===== config.mk =====
export PLATFORM = sky130hd
export DESIGN_NAME = alu_status_reg
export DESIGN_NICKNAME = d
export VERILOG_FILES = /design/src/rtl/status_pkg.sv /design/src/rtl/alu_flag_unit.sv /design/src/rtl/power_flags.sv /design/src/rtl/status_reg.sv /design/src/rtl/alu_status_reg.sv
export SDC_FILE = /design/constraint.sdc
export NUM_CORES = 1
export LEC_CHECK = 0
export BUFFER_PORTS_ARGS = -buffer_cell sky130_fd_sc_hd__buf_2
export CORE_MARGIN = 2
export CORE_UTILIZATION = 35
export CTS_BUF_LIST = sky130_fd_sc_hd__clkbuf_8 sky130_fd_sc_hd__clkbuf_16
export CTS_CLUSTER_SIZE = 8
export DETAILED_ROUTE_END_ITERATION = 7
export HOLD_SLACK_MARGIN = 0.12
export PLACE_DENSITY = 0.61
export SYNTH_ARGS = -nofsm -noshare
export SYNTH_HDL_FRONTEND = slang
export SYNTH_SLANG_ARGS = --single-unit

===== constraint.sdc =====
create_clock -name clk -period 4.8 [get_ports clk]
set_clock_uncertainty 0.05 [all_clocks]
set_input_delay 0.72 -clock clk [delete_from_list [all_inputs] [get_ports clk]]
set_output_delay 0.72 -clock clk [all_outputs]
set_load 0.1 [all_outputs]

===== src/rtl/status_pkg.sv =====
// Shared constants and the operation encoding for the ALU status block.
// Assumes an 8-bit datapath with a 4-bit nibble for the digit carry.
package status_pkg;
    localparam int DW       = 8;
    localparam int NIB      = 4;
    localparam int ADDR_W   = 5;
    localparam int PAGE_W   = 2;
    localparam int UPPER_W  = 3;
    localparam int FLAG_W   = 3;
    localparam int BIT_C    = 0;
    localparam int BIT_DC   = 1;
    localparam int BIT_Z    = 2;
    localparam int BIT_PD   = 3;
    localparam int BIT_TO   = 4;
    localparam int PAGE_LSB = 5;
    localparam int OP_W     = 4;

    typedef enum logic [OP_W-1:0] {
        OP_MOV = 4'd0,
        OP_ADD = 4'd1,
        OP_SUB = 4'd2,
        OP_AND = 4'd3,
        OP_OR  = 4'd4,
        OP_XOR = 4'd5,
        OP_CLR = 4'd6,
        OP_RRC = 4'd7,
        OP_RLC = 4'd8
    } alu_op_e;
endpackage


===== src/rtl/alu_flag_unit.sv =====
// Combinational ALU with flag generation and per-flag update enables.
// Subtraction is a + ~b + 1, so the carry-outs are the not-borrow values.
// Assumes c_in is the current carry flag (used by rotates only).
module alu_flag_unit
    import status_pkg::*;
(
    input  alu_op_e        op,
    input  logic [DW-1:0]  a,
    input  logic [DW-1:0]  b,
    input  logic           c_in,
    output logic [DW-1:0]  res,
    output logic           z_new,
    output logic           dc_new,
    output logic           c_new,
    output logic           upd_z,
    output logic           upd_dc,
    output logic           upd_c
);
    logic          is_sub;
    logic [DW-1:0] b_eff;
    logic [DW:0]   sum_full;
    logic [NIB:0]  sum_lo;

    // Purpose: shared adder for add and subtract, with the nibble carry tap.
    always_comb begin
        is_sub   = (op == OP_SUB);
        b_eff    = is_sub ? ~b : b;
        sum_full = {1'b0, a} + {1'b0, b_eff} + (DW+1)'(is_sub);
        sum_lo   = {1'b0, a[NIB-1:0]} + {1'b0, b_eff[NIB-1:0]} + (NIB+1)'(is_sub);
    end

    // Purpose: select the result and the flags each operation updates.
    always_comb begin
        res    = b;
        c_new  = c_in;
        dc_new = sum_lo[NIB];
        upd_z  = 1'b0;
        upd_dc = 1'b0;
        upd_c  = 1'b0;
        case (op)
            OP_ADD, OP_SUB: begin
                res    = sum_full[DW-1:0];
                c_new  = sum_full[DW];
                upd_z  = 1'b1;
                upd_dc = 1'b1;
                upd_c  = 1'b1;
            end
            OP_AND: begin res = a & b; upd_z = 1'b1; end
            OP_OR:  begin res = a | b; upd_z = 1'b1; end
            OP_XOR: begin res = a ^ b; upd_z = 1'b1; end
            OP_CLR: begin res = '0;    upd_z = 1'b1; end
            OP_RRC: begin
                res   = {c_in, a[DW-1:1]};
                c_new = a[0];
                upd_c = 1'b1;
            end
            OP_RLC: begin
                res   = {a[DW-2:0], c_in};
                c_new = a[DW-1];
                upd_c = 1'b1;
            end
            default: res = b;
        endcase
        z_new = (res == '0);
    end
endmodule


===== src/rtl/power_flags.sv =====
// Time-out and power-down bits, driven only by device event pulses.
// Priority: power-up over everything; timeout over clear/sleep for the
// time-out bit; sleep over clear for the power-down bit.
module power_flags (
    input  logic clk,
    input  logic rst_n,
    input  logic evt_por,
    input  logic evt_wdt_clr,
    input  logic evt_sleep,
    input  logic evt_wdt_to,
    output logic to_q,
    output logic pd_q
);
    // Purpose: prioritised update of the time-out bit.
    always_ff @(posedge clk) begin
        if (!rst_n || evt_por)        to_q <= 1'b1;
        else if (evt_wdt_to)          to_q <= 1'b0;
        else if (evt_wdt_clr || evt_sleep) to_q <= 1'b1;
    end

    // Purpose: prioritised update of the power-down bit.
    always_ff @(posedge clk) begin
        if (!rst_n || evt_por)  pd_q <= 1'b1;
        else if (evt_sleep)     pd_q <= 1'b0;
        else if (evt_wdt_clr)   pd_q <= 1'b1;
    end

    AST_POR_SETS_BOTH: assert property (@(posedge clk) disable iff (!rst_n)
        evt_por |=> (to_q && pd_q));
    AST_TIMEOUT_CLEARS_TO: assert property (@(posedge clk) disable iff (!rst_n)
        (!evt_por && evt_wdt_to) |=> !to_q);
    AST_SLEEP_CLEARS_PD: assert property (@(posedge clk) disable iff (!rst_n)
        (!evt_por && evt_sleep) |=> !pd_q);
    AST_POWER_BITS_HOLD: assert property (@(posedge clk) disable iff (!rst_n)
        !(evt_por || evt_wdt_clr || evt_sleep || evt_wdt_to)
        |=> ($stable(to_q) && $stable(pd_q)));
endmodule


===== src/rtl/status_reg.sv =====
// Page bits and arithmetic flags of the status register with write masking.
// A write to the status address loads the page bits always, and the flags
// only when the operation updates none of them.
module status_reg
    import status_pkg::*;
(
    input  logic               clk,
    input  logic               rst_n,
    input  logic               exec,
    input  logic               dst_hit,
    input  logic [UPPER_W-1:0] wr_upper,
    input  logic [FLAG_W-1:0]  wr_flags,
    input  logic               z_new,
    input  logic               dc_new,
    input  logic               c_new,
    input  logic               upd_z,
    input  logic               upd_dc,
    input  logic               upd_c,
    output logic [UPPER_W-1:0] upper_q,
    output logic [FLAG_W-1:0]  flags_q
);
    logic                any_upd;
    logic                data_wr;
    logic [FLAG_W-1:0]   upd_vec;
    logic [FLAG_W-1:0]   calc_vec;

    // Purpose: decide whether written data may reach the flag bits.
    always_comb begin
        any_upd  = upd_z || upd_dc || upd_c;
        data_wr  = exec && dst_hit && !any_upd;
        upd_vec  = '0;
        calc_vec = '0;
        upd_vec[BIT_Z]   = upd_z;
        upd_vec[BIT_DC]  = upd_dc;
        upd_vec[BIT_C]   = upd_c;
        calc_vec[BIT_Z]  = z_new;
        calc_vec[BIT_DC] = dc_new;
        calc_vec[BIT_C]  = c_new;
    end

    // Purpose: page and spare bits load from data on a status-address write.
    always_ff @(posedge clk) begin
        if (!rst_n)              upper_q <= '0;
        else if (exec && dst_hit) upper_q <= wr_upper;
    end

    // Purpose: each flag loads its computed value, written data, or holds.
    for (genvar i = 0; i < FLAG_W; i++) begin : g_flag
        always_ff @(posedge clk) begin
            if (!rst_n)                    flags_q[i] <= 1'b0;
            else if (exec && upd_vec[i])   flags_q[i] <= calc_vec[i];
            else if (data_wr)              flags_q[i] <= wr_flags[i];
        end
    end

    AST_IDLE_HOLD: assert property (@(posedge clk) disable iff (!rst_n)
        !exec |=> ($stable(upper_q) && $stable(flags_q)));
    AST_OTHER_DST_PAGE_HOLD: assert property (@(posedge clk) disable iff (!rst_n)
        (exec && !dst_hit) |=> $stable(upper_q));
    AST_FLAG_OP_NO_DATA: assert property (@(posedge clk) disable iff (!rst_n)
        (exec && dst_hit && any_upd && !upd_c) |=> $stable(flags_q[BIT_C]));
endmodule


===== src/rtl/alu_status_reg.sv =====
// Top: ALU flag generation plus the 8-bit status register and page output.
// The operation result is the data written to the destination register.
module alu_status_reg
    import status_pkg::*;
#(
    parameter int STATUS_ADDR = 3
) (
    input  logic              clk,
    input  logic              rst_n,
    input  logic              exec_i,
    input  logic [OP_W-1:0]   op_i,
    input  logic [DW-1:0]     a_i,
    input  logic [DW-1:0]     b_i,
    input  logic [ADDR_W-1:0] dst_addr_i,
    input  logic              evt_por_i,
    input  logic              evt_wdt_clr_i,
    input  logic              evt_sleep_i,
    input  logic              evt_wdt_to_i,
    output logic [DW-1:0]     result_o,
    output logic [DW-1:0]     status_o,
    output logic [PAGE_W-1:0] page_addr_o
);
    alu_op_e            op;
    logic               dst_hit;
    logic               z_new, dc_new, c_new;
    logic               upd_z, upd_dc, upd_c;
    logic               to_q, pd_q;
    logic [UPPER_W-1:0] upper_q;
    logic [FLAG_W-1:0]  flags_q;

    // Purpose: decode the op code and the destination match.
    always_comb begin
        op      = alu_op_e'(op_i);
        dst_hit = (dst_addr_i == ADDR_W'(STATUS_ADDR));
    end

    alu_flag_unit u_alu (
        .op     (op),
        .a      (a_i),
        .b      (b_i),
        .c_in   (flags_q[BIT_C]),
        .res    (result_o),
        .z_new  (z_new),
        .dc_new (dc_new),
        .c_new  (c_new),
        .upd_z  (upd_z),
        .upd_dc (upd_dc),
        .upd_c  (upd_c)
    );

    status_reg u_sreg (
        .clk      (clk),
        .rst_n    (rst_n),
        .exec     (exec_i),
        .dst_hit  (dst_hit),
        .wr_upper (result_o[DW-1:PAGE_LSB]),
        .wr_flags (result_o[FLAG_W-1:0]),
        .z_new    (z_new),
        .dc_new   (dc_new),
        .c_new    (c_new),
        .upd_z    (upd_z),
        .upd_dc   (upd_dc),
        .upd_c    (upd_c),
        .upper_q  (upper_q),
        .flags_q  (flags_q)
    );

    power_flags u_pwr (
        .clk         (clk),
        .rst_n       (rst_n),
        .evt_por     (evt_por_i),
        .evt_wdt_clr (evt_wdt_clr_i),
        .evt_sleep   (evt_sleep_i),
        .evt_wdt_to  (evt_wdt_to_i),
        .to_q        (to_q),
        .pd_q        (pd_q)
    );

    // Purpose: assemble the register image and the page address bits.
    always_comb begin
        status_o    = {upper_q, to_q, pd_q, flags_q};
        page_addr_o = status_o[PAGE_LSB +: PAGE_W];
    end

    AST_RESET_IMAGE: assert property (@(posedge clk)
        !rst_n |=> (status_o == 8'h18));
    AST_SUB_CARRY_IS_NOBORROW: assert property (@(posedge clk) disable iff (!rst_n)
        (exec_i && op == OP_SUB) |-> (c_new == (a_i >= b_i)));
    AST_CLR_PATTERN: assert property (@(posedge clk) disable iff (!rst_n)
        (exec_i && dst_hit && op == OP_CLR && !evt_por_i && !evt_wdt_clr_i
         && !evt_sleep_i && !evt_wdt_to_i)
        |=> (status_o[7:5] == 3'b000 && status_o[BIT_Z]
             && $stable(status_o[4:3]) && $stable(status_o[1:0])));
    AST_MOV_NO_POWER_WRITE: assert property (@(posedge clk) disable iff (!rst_n)
        (exec_i && dst_hit && !evt_por_i && !evt_wdt_clr_i && !evt_sleep_i
         && !evt_wdt_to_i) |=> $stable(status_o[4:3]));
endmodule


=== Word-level counts from Yosys, hierarchy flattened ===
Index checks and enable logic that the tools add are counted.

* Input port bits: 32
* Memory bits (read-only): 0
* Word-level logic and storage cells: 61
* RAM bits: 0
* Register bits: 8
* Output and inout bits: 18
* Bits in latches: 0
* Memories kept: 0

* Order comparisons: 0
* $mul: 0
* Add/sub/neg operators: 4
* Bitwise logic cells: 4
* Div/mod/pow operators: 0
* Equality and inequality tests: 10
* Mux-type cells: 16
* Shift-type cells: 0
* Reduce and logical (&&, ||, !) cells: 21

{| class="wikitable"
|+ Operator list
! operator !! number
|-
| one-hot mux 8 bit (7 select lines) || 1
|-
| == test 4 x 3 -> 1 bit (second input constant) || 4
|-
| two-way mux 1 bit || 13
|-
| nonzero test 2 bit || 5
|-
| adder 8 x 8 -> 9 bit || 1
|-
| adder 9 x 1 -> 9 bit || 1
|-
| AND 8 bit || 1
|-
| == test 4 x 2 -> 1 bit (second input constant) || 2
|-
| logical NOT 8 bit || 1
|-
| two-way mux 8 bit || 1
|-
| inverter 8 bit || 1
|-
| OR 8 bit || 1
|-
| bitwise XOR 8 bit || 1
|-
| OR reduction 6 bit || 1
|-
| adder 4 x 4 -> 5 bit || 1
|-
| adder 5 x 1 -> 5 bit || 1
|-
| == test 5 x 2 -> 1 bit (second input constant) || 1
|-
| logical AND 1 bit || 5
|-
| == test 4 x 1 -> 1 bit (second input constant) || 1
|-
| == test 4 bit (second input constant) || 1
|-
| logical OR 1 bit || 4
|-
| inequality test 4 bit (second input constant) || 1
|-
| OR reduction 4 bit || 1
|-
| one-hot mux 1 bit (3 select lines) || 1
|-
| 3 further kinds || 4
|}

=== Longest topological paths before layout ===
Gate-level depths: netlist (run 1).

* Depth in word-level cells: 9
* Gate-level depth with buffers: 14
* Mapped depth without buffers: 12

=== Cells and area by module ===
From an unflattened synthesis (run 1), not the netlist that was laid out.

* Cell total of the unflattened synthesis: 239
* Area total of the unflattened synthesis: 1,863.0 um2

{| class="wikitable"
|+ Modules (own cells, without submodules)
! module !! seq. area each (um2) !! area an instance (um2) !! cells each !! times used
|-
| alu_flag_unit || 0.0 || 1,445.1 || 190 || 1
|-
| status_reg || 120.1 || 304.0 || 36 || 1
|-
| power_flags || 40.0 || 67.6 || 7 || 1
|-
| alu_status_reg || 0.0 || 46.3 || 6 || 1
|}

=== Worst setup path after synthesis (run 1) ===
No wires, ideal clock.

* Path type: input -> output
* Start: input op_i[2]
* End: output result_o[6]
* Data required time: 4.030 ns
* Data arrival time: 4.829 ns
* Path buffers: 3
* Slack: -0.799 ns
* Stages: 12
* Cell sequence: buf_6 -> buf_4 -> clkbuf_1 -> nor3_2 -> xnor2_1 -> inv_1 -> fa_1 -> nand2b_1 -> a21oi_1 -> and3_1 -> o211ai_1 -> a31oi_1

* Word-level cells in the longest chain between the ends: 5
* Elaborated cells on any way between the ends: 13
* Classes of those cells: 2 x add/sub; 8 x eq/ne; 2 x mux; 1 x reduce/logical

{| class="wikitable"
|+ RTL lines
! what !! line !! RTL
|-
| from (decl) || alu_status_reg.sv:11 || <nowiki>input logic [OP_W-1:0] op_i,</nowiki>
|-
| == test 4 x 2 -> 1 bit || alu_flag_unit.sv:26, alu_flag_unit.sv:40 ||
|-
| two-way mux 8 bit || alu_flag_unit.sv:27 || <nowiki>b_eff = is_sub ? ~b : b;</nowiki>
|-
| adder 8 x 8 -> 9 bit || alu_flag_unit.sv:28 || <nowiki>sum_full = {1'b0, a} + {1'b0, b_eff} + (DW+1)'(is_sub);</nowiki>
|-
| adder 9 x 1 -> 9 bit || alu_flag_unit.sv:28 ||
|-
| one-hot mux 8 bit (7 select lines) * || alu_flag_unit.sv:40 || <nowiki>case (op)</nowiki>
|-
| to (decl) || alu_status_reg.sv:19 || <nowiki>output logic [DW-1:0] result_o,</nowiki>
|}

Mark *: on every way between the ends. The rest lies on a longest branch, timed or not.

=== Worst setup path after layout (run 1) ===
* Start: input op_i[3]
* End: output result_o[6]

The elaborated chain is that of the path after synthesis.

==> run metrics, run 1 <==
Setup Fix Bufs, Post-CTS 0; die width 75.12 µm; initial antenna violation count 0; unrepaired setup endpoints after global routing false; Total Routing Usage GR 18.60%; Die Height 75.12 µm; CP required 4.03 ns; die area 5643 µm²; setup TNS 0 ns; number of flops mapped to enable cells by yosys 0; ANT nets after route 0; Worst Setup SP op_i[3]; post-cts sizing count 0; vias in the first global route 1,675; ANT cells 0; cts bufs inserted 3; worst vdd ir 0.1081 mV; initial DRC count 201; PD cells 193.8 nW/µm²; fraction of layout instances using a drive strength above 1 25.36%; TritonCTS clock tree done; Syn Inst Count 238; Worst setup EP type primary output; Placer Congestion 0.8157; WL final between 5000 and 6000 µm; post-synthesis sequential area ratio 9.046%; CP endpoint result_o[6]; final hold viol count 0; syn nets a little under 300; clock share of power 19.2%; Max Fclk 241.5 MHz; Slew HR between 40% and 50%; Sequential Power Share 17.1%; Root Driver clkbuf_8; routed via count between 1.5k and 2k; period utilization 86.26%; pin count of the biggest net entering global routing 27; htree depth 1; syn_area_per_cell 7.439 µm²; Final Non-Filler Cells 347; first-pass GRT wire length 8197 µm; run status completed; clk slew on worst S/H paths 0.04 ns; worst-path maximum fanout 22; Net Sw Power 207.9 µW; clk sinks 8; Cell variety after synth 59; DP Wirelength between 4000 and 5000 µm; Net Sw Frac 50.79%; Final Slew Violations 0; total placed cells including tap cells 344; Area contributors post-synth ha_1 (18%), dfxtp_1 (9.0%), inv_1 (4.9%); Area growth, synth to finish 19.29%; IO Port Bufs a little under 50; Worst Tran Pin Value 0.8152 ns; FFs w/ async S/R, synth 0%; Comb power frac 63.7%; Clock Path Buffers 2; mapped cell area 1770 µm²; Worst Path Arrival 3.37 ns; Max-Cap Viols 0; Worst Hold Class flip-flop to flip-flop; RR Startpoint u_sreg.flags_q[0]; Pint 201.4 µW; hold path cells 2; Seq cells post-synth 8; Pleak 0.9634 nW; DRT Pass-1 Iters 4; Final setup viols 0; Hold-fix buffers, CTS 0; dominant synthesized flop cell dfxtp_1; worst skew pair latency about 0.22 ns; Initial Util 36.99%; post-synth top area cell ha_1; R2R Setup Slk around 2.9 ns; core box area between 4000 and 5000 µm²; IO Count 50; WL/cell ~15 µm; Worst R2R Path Depth 6; synth warn 0; global route total overflow 0; Period minus WS final 4.141 ns; Reg-to-Reg End u_sreg.flags_q[2]; Critical Path Source Type primary input; fin nets approximately 340; critical path class primary input to primary output; row cnt 25; post-synth top area share 18.37%; routed vias/inst 5.392; DRC Markers 0
## worst max-delay path: stages
cell,delay [ns]
buf_2,0.23
nor3_2,0.31
buf_4,0.23
xnor2_1,0.13
ha_1,0.30
nand2b_1,0.09
a21oi_1,0.11
and3_1,0.24
or4_1,0.49
a31oi_2,0.30
buf_12,0.21
## Yosys cell counts (all sizes together) (2+ instances only)
cell type,number
a31oi,6
o32ai,2
buf,13
dfxtp,8
xor2,2
xnor2,9
a22o,2
o211ai,3
clkbuf,2
o221ai,3
or4,3
nor2,21
or3,2
inv,24
a221o,2
nand2,13
a21oi,13
o31ai,2
ha,26
a211oi,4
nand2b,3
o21ai,13
nand3,7
nor2b,6
a32oi,2
nor3,13
a221oi,2
nand4b,3
mux2i,6
and2b,2
a311oi,2
## flip-flops by register name, summed over array words and instances, names as in the netlist
name	flops
u_pwr.to_q	1
u_sreg.flags_q	3
u_sreg.upper_q	3
u_pwr.pd_q	1
## final cells by class
type | instances | area [µm²]
Tap cell | 67 | 83.83
Multi-Input combinational cell | 191 | 1439
Inverter | 24 | 90.09
Clock buffer | 3 | 41.29
Sequential cell | 8 | 160.2
Fill cell | 489 | 2674
Timing Repair Buffer | 54 | 297.8
## power groups by stage
stage	sequential, mW	combinational [mW]	clock [mW]
after floorplan	0.0743	0.195	0
after global placement	0.0710	0.260	0
after detailed placement	0.0711	0.259	0
after CTS	0.0700	0.260	0.0818
after global routing	0.0701	0.283	0.0861
final	0.0700	0.261	0.0785
## logic make-up after synthesis
group / Yosys count / share of synthesized area (%)
AOI/OAI and AO/OA: 68 / 27.64
xor gates and xnor gates: 11 / 5.442
adders and majority gates: 27 / 19.51
buffers and inverters: 39 / 10.74
DFF: 8 / 9.046
muxes: 7 / 4.028
and+or+nand+nor: 78 / 23.60
## metal layers
layer	up-vias	track usage (%)	part of all wire (%)
met2	64	29.82	47
met5	-	0	0
met1	851	28.02	47
met3	0	2.276	6.2
li1	956	-	-
met4	0	0.5952	0
## metrics by stage
| step | power [mW] | instance area (µm²) | worst slack (ns) | hold WS (ns) | utilization [%] |
|---|---|---|---|---|---|
| finish | 0.4092 | 2112 | 0.6595 | 0.4219 | 44.13 |
| global route | 0.4388 | 2112 | 0.4664 | 0.4457 | 44.13 |
| CTS | 0.4114 | 2112 | 0.6612 | 0.4280 | 44.13 |
| detailed placement | 0.3298 | 2071 | 0.6643 | 0.4230 | 43.27 |
| global placement | 0.3313 | 2071 | 0.7245 | 0.4168 | 43.27 |
| floorplan | 0.2696 | 1789 | -0.1156 | 0.4315 | - |
## placed cells by master (no fill, tap or decap), drive strengths merged, types with 2 or more instances in the layout
master / netlist / final
clkbuf: 2 / 3
nand3: 7 / 7
o32ai: 2 / 2
buf: 13 / 54
a221o: 2 / 2
nor2b: 6 / 6
xor2: 2 / 2
o221ai: 3 / 3
nand2b: 3 / 3
nand2: 13 / 13
dfxtp: 8 / 8
and2b: 2 / 2
or3: 2 / 2
inv: 24 / 24
a32oi: 2 / 2
a21oi: 13 / 13
nand4b: 3 / 3
mux2i: 6 / 6
a211oi: 4 / 4
nor2: 21 / 21
o31ai: 2 / 2
o21ai: 13 / 13
xnor2: 9 / 9
ha: 26 / 26
nor3: 13 / 13
o211ai: 3 / 3
a311oi: 2 / 2
a31oi: 6 / 6
a22o: 2 / 2
or4: 3 / 3
a221oi: 2 / 2
## how the worst min path moves through the flow
stage	start	end	slack, ns
finish	u_sreg.flags_q[1]	u_sreg.flags_q[1]	0.42
global route	u_sreg.flags_q[1]	u_sreg.flags_q[1]	0.45
CTS	u_sreg.flags_q[1]	u_sreg.flags_q[1]	0.43
detailed placement	u_sreg.flags_q[1]	u_sreg.flags_q[1]	0.42
global placement	u_sreg.flags_q[1]	u_sreg.flags_q[1]	0.42
floorplan	u_pwr.pd_q	u_pwr.pd_q	0.43
(Power assumes the default switching activity.)
==> run 2: changes to the inputs <==
==> constraint.sdc (replaced) <==
create_clock -name clk -period 5.31 [get_ports clk]
set_clock_uncertainty 0.05 [all_clocks]
set_input_delay 0.7965 -clock clk [delete_from_list [all_inputs] [get_ports clk]]
set_output_delay 0.7965 -clock clk [all_outputs]
set_load 0.1 [all_outputs]
==> run metrics, run 2 (synthesized netlist as in run 1, its figures left out) <==
Worst setup EP type primary output; CP required 4.46 ns (+0.43 ns); DRC Markers 0 (unchanged); htree depth 1 (unchanged); global route total overflow 0 (unchanged); DP Wirelength 4259 µm (+4.0%); ANT cells 0 (unchanged); Critical Path Source Type primary input; Worst Hold Class flip-flop to flip-flop; Hold-fix buffers, CTS 0 (unchanged); IO Port Bufs 49 (unchanged); Reg-to-Reg End u_sreg.flags_q[2]; cts bufs inserted 3 (unchanged); Setup Fix Bufs, Post-CTS 0 (unchanged); Worst Tran Pin Value 0.8058 ns (-0.009370 ns); placed cell area 2028 µm² (-2.1%); clk sinks 8 (unchanged); initial antenna violation count 0 (unchanged); routed vias/inst 5.594 (+3.8%); Final Non-Filler Cells 345 (-0.58%); setup TNS 0 ns (unchanged); Worst R2R Path Depth 6 (unchanged); Period minus WS final roughly 4.6 ns; initial DRC count 156 (-22%); worst skew pair latency 0.23 ns (about the same); Max-Cap Viols 0 (unchanged); die width 75.12 µm (unchanged); PD cells 177.0 nW/µm² (-8.6%); die area 5643 µm² (unchanged); Total Routing Usage GR 19.66% (+1.1 points); routed via count 1,930 (+3.2%); Fillers 503 (+2.9%); Slew HR 45.90% (+0.63 points); WL final 5284 µm (+4.7%); WL/cell 15.32 µm (+5.3%); Max Fclk around 220 MHz; hold path cells 2 (unchanged); R2R Setup Slk 3.44 ns (+0.54 ns); Area growth, synth to finish 16.89%; ANT nets after route 0 (unchanged); Die Height 75.12 µm (unchanged); most frequent cells in the layout buf_2 (49), ha_1 (26), inv_1 (23); vias in the first global route 1,766 (+5.4%); worst vdd ir 0.06286 mV (-42%); unrepaired setup endpoints after global routing false; fin nets 339 (-0.59%); row cnt 25 (unchanged); pin count of the biggest net entering global routing 27 (unchanged); first-pass GRT wire length 8542 µm (+4.2%); run status completed; Root Driver clkbuf_8; Final setup viols 0 (unchanged); critical path class primary input to primary output; Pleak 0.9449 nW (-1.9%); period utilization 86.78%; fraction of layout instances using a drive strength above 1 24.10% (-1.3 points); core box area 4786 µm² (unchanged); registers with the most flip-flops u_sreg.flags_q: 3 flops, u_sreg.upper_q: 3 flops; Worst Path Arrival 3.76 ns (+0.39 ns); final hold viol count 0 (unchanged); Initial Util 36.99% (unchanged); Placer Congestion 0.9386 (+15%); Final Slew Violations 0 (unchanged); Hold EP u_sreg.flags_q[1]; DRT Pass-1 Iters 5 (+1); Clock Path Buffers 2 (unchanged); RR Startpoint u_sreg.flags_q[0]; worst-path maximum fanout 25 (+14%); Core Util, Final 43.24% (-0.89 points); commonest non-fill, non-tap cell in the layout buf_2; post-cts sizing count 0 (unchanged); final standard cell area without fillers 2069 µm² (-2.0%); IO Count 50 (unchanged); total placed cells including tap cells 342 (-0.58%); min-delay src u_sreg.flags_q[1]; clk slew on worst S/H paths 0.04 ns (about the same); TritonCTS clock tree done
[run 2: cell count changes in the layout (fill, tap and decap cells not counted), sizes merged]
cell,delta
buf,-2
[run 2: area by class of cell]
type	count	area, µm²	area share, %
clock buffer	3	41.29	1.995
timing repair buffer	52	267.8	12.94
sequential	8	160.2	7.739
multi-input combinational	191	1426	68.92
tap	67	83.83	4.051
inverter	24	90.09	4.353
[run 2: routing by layer]
layer  GRT usage [%]  vias up  part of all wire [%]
met3           3.882        8                   7.7
met4           5.159        0                   1.3
met5               0        -                     0
met1           26.30      886                    44
li1                -      955                     -
met2           32.26       81                    47
[run 2: how the worst max path moves through the flow]
stage | end | startpoint | slack, ns | depth (start not counted)
floorplan | result_o[5] | op_i[2] | 0.16 | 9
detailed placement | result_o[6] | op_i[0] | 0.72 | 13
CTS | result_o[6] | op_i[0] | 0.71 | 13
global placement | result_o[6] | op_i[0] | 0.76 | 13
finish | result_o[6] | op_i[0] | 0.70 | 13
global route | result_o[6] | op_i[0] | 0.45 | 13
[run 2: where the power goes]
part | internal [mW] | switching [mW] | total, mW
sequential | 0.0620 | 0.00125 | 0.0633
combinational | 0.0665 | 0.164 | 0.231
clock | 0.0490 | 0.0232 | 0.0722
total | 0.178 | 0.189 | 0.366
[run 2: critical path, cell delays in order]
cell and delay, ns:
buf_2 0.33, nand2b_1 0.24, nor3_2 0.05, buf_4 0.19, xnor2_1 0.20, inv_1 0.08, fa_1 0.42, nand2b_1 0.16
a21oi_1 0.24, and3_1 0.24, o211ai_1 0.12, a31oi_2 0.21, buf_2 0.46
[run 2: metrics by stage]
stage	power (mW)	setup slack, ns	hold WS [ns]
finish	0.3663	0.7019	0.4296
global route	0.3925	0.4493	0.4775
CTS	0.3671	0.7063	0.4316
detailed placement	0.2932	0.7237	0.4284
global placement	0.2930	0.7561	0.4124
floorplan	0.2417	0.1637	0.4315
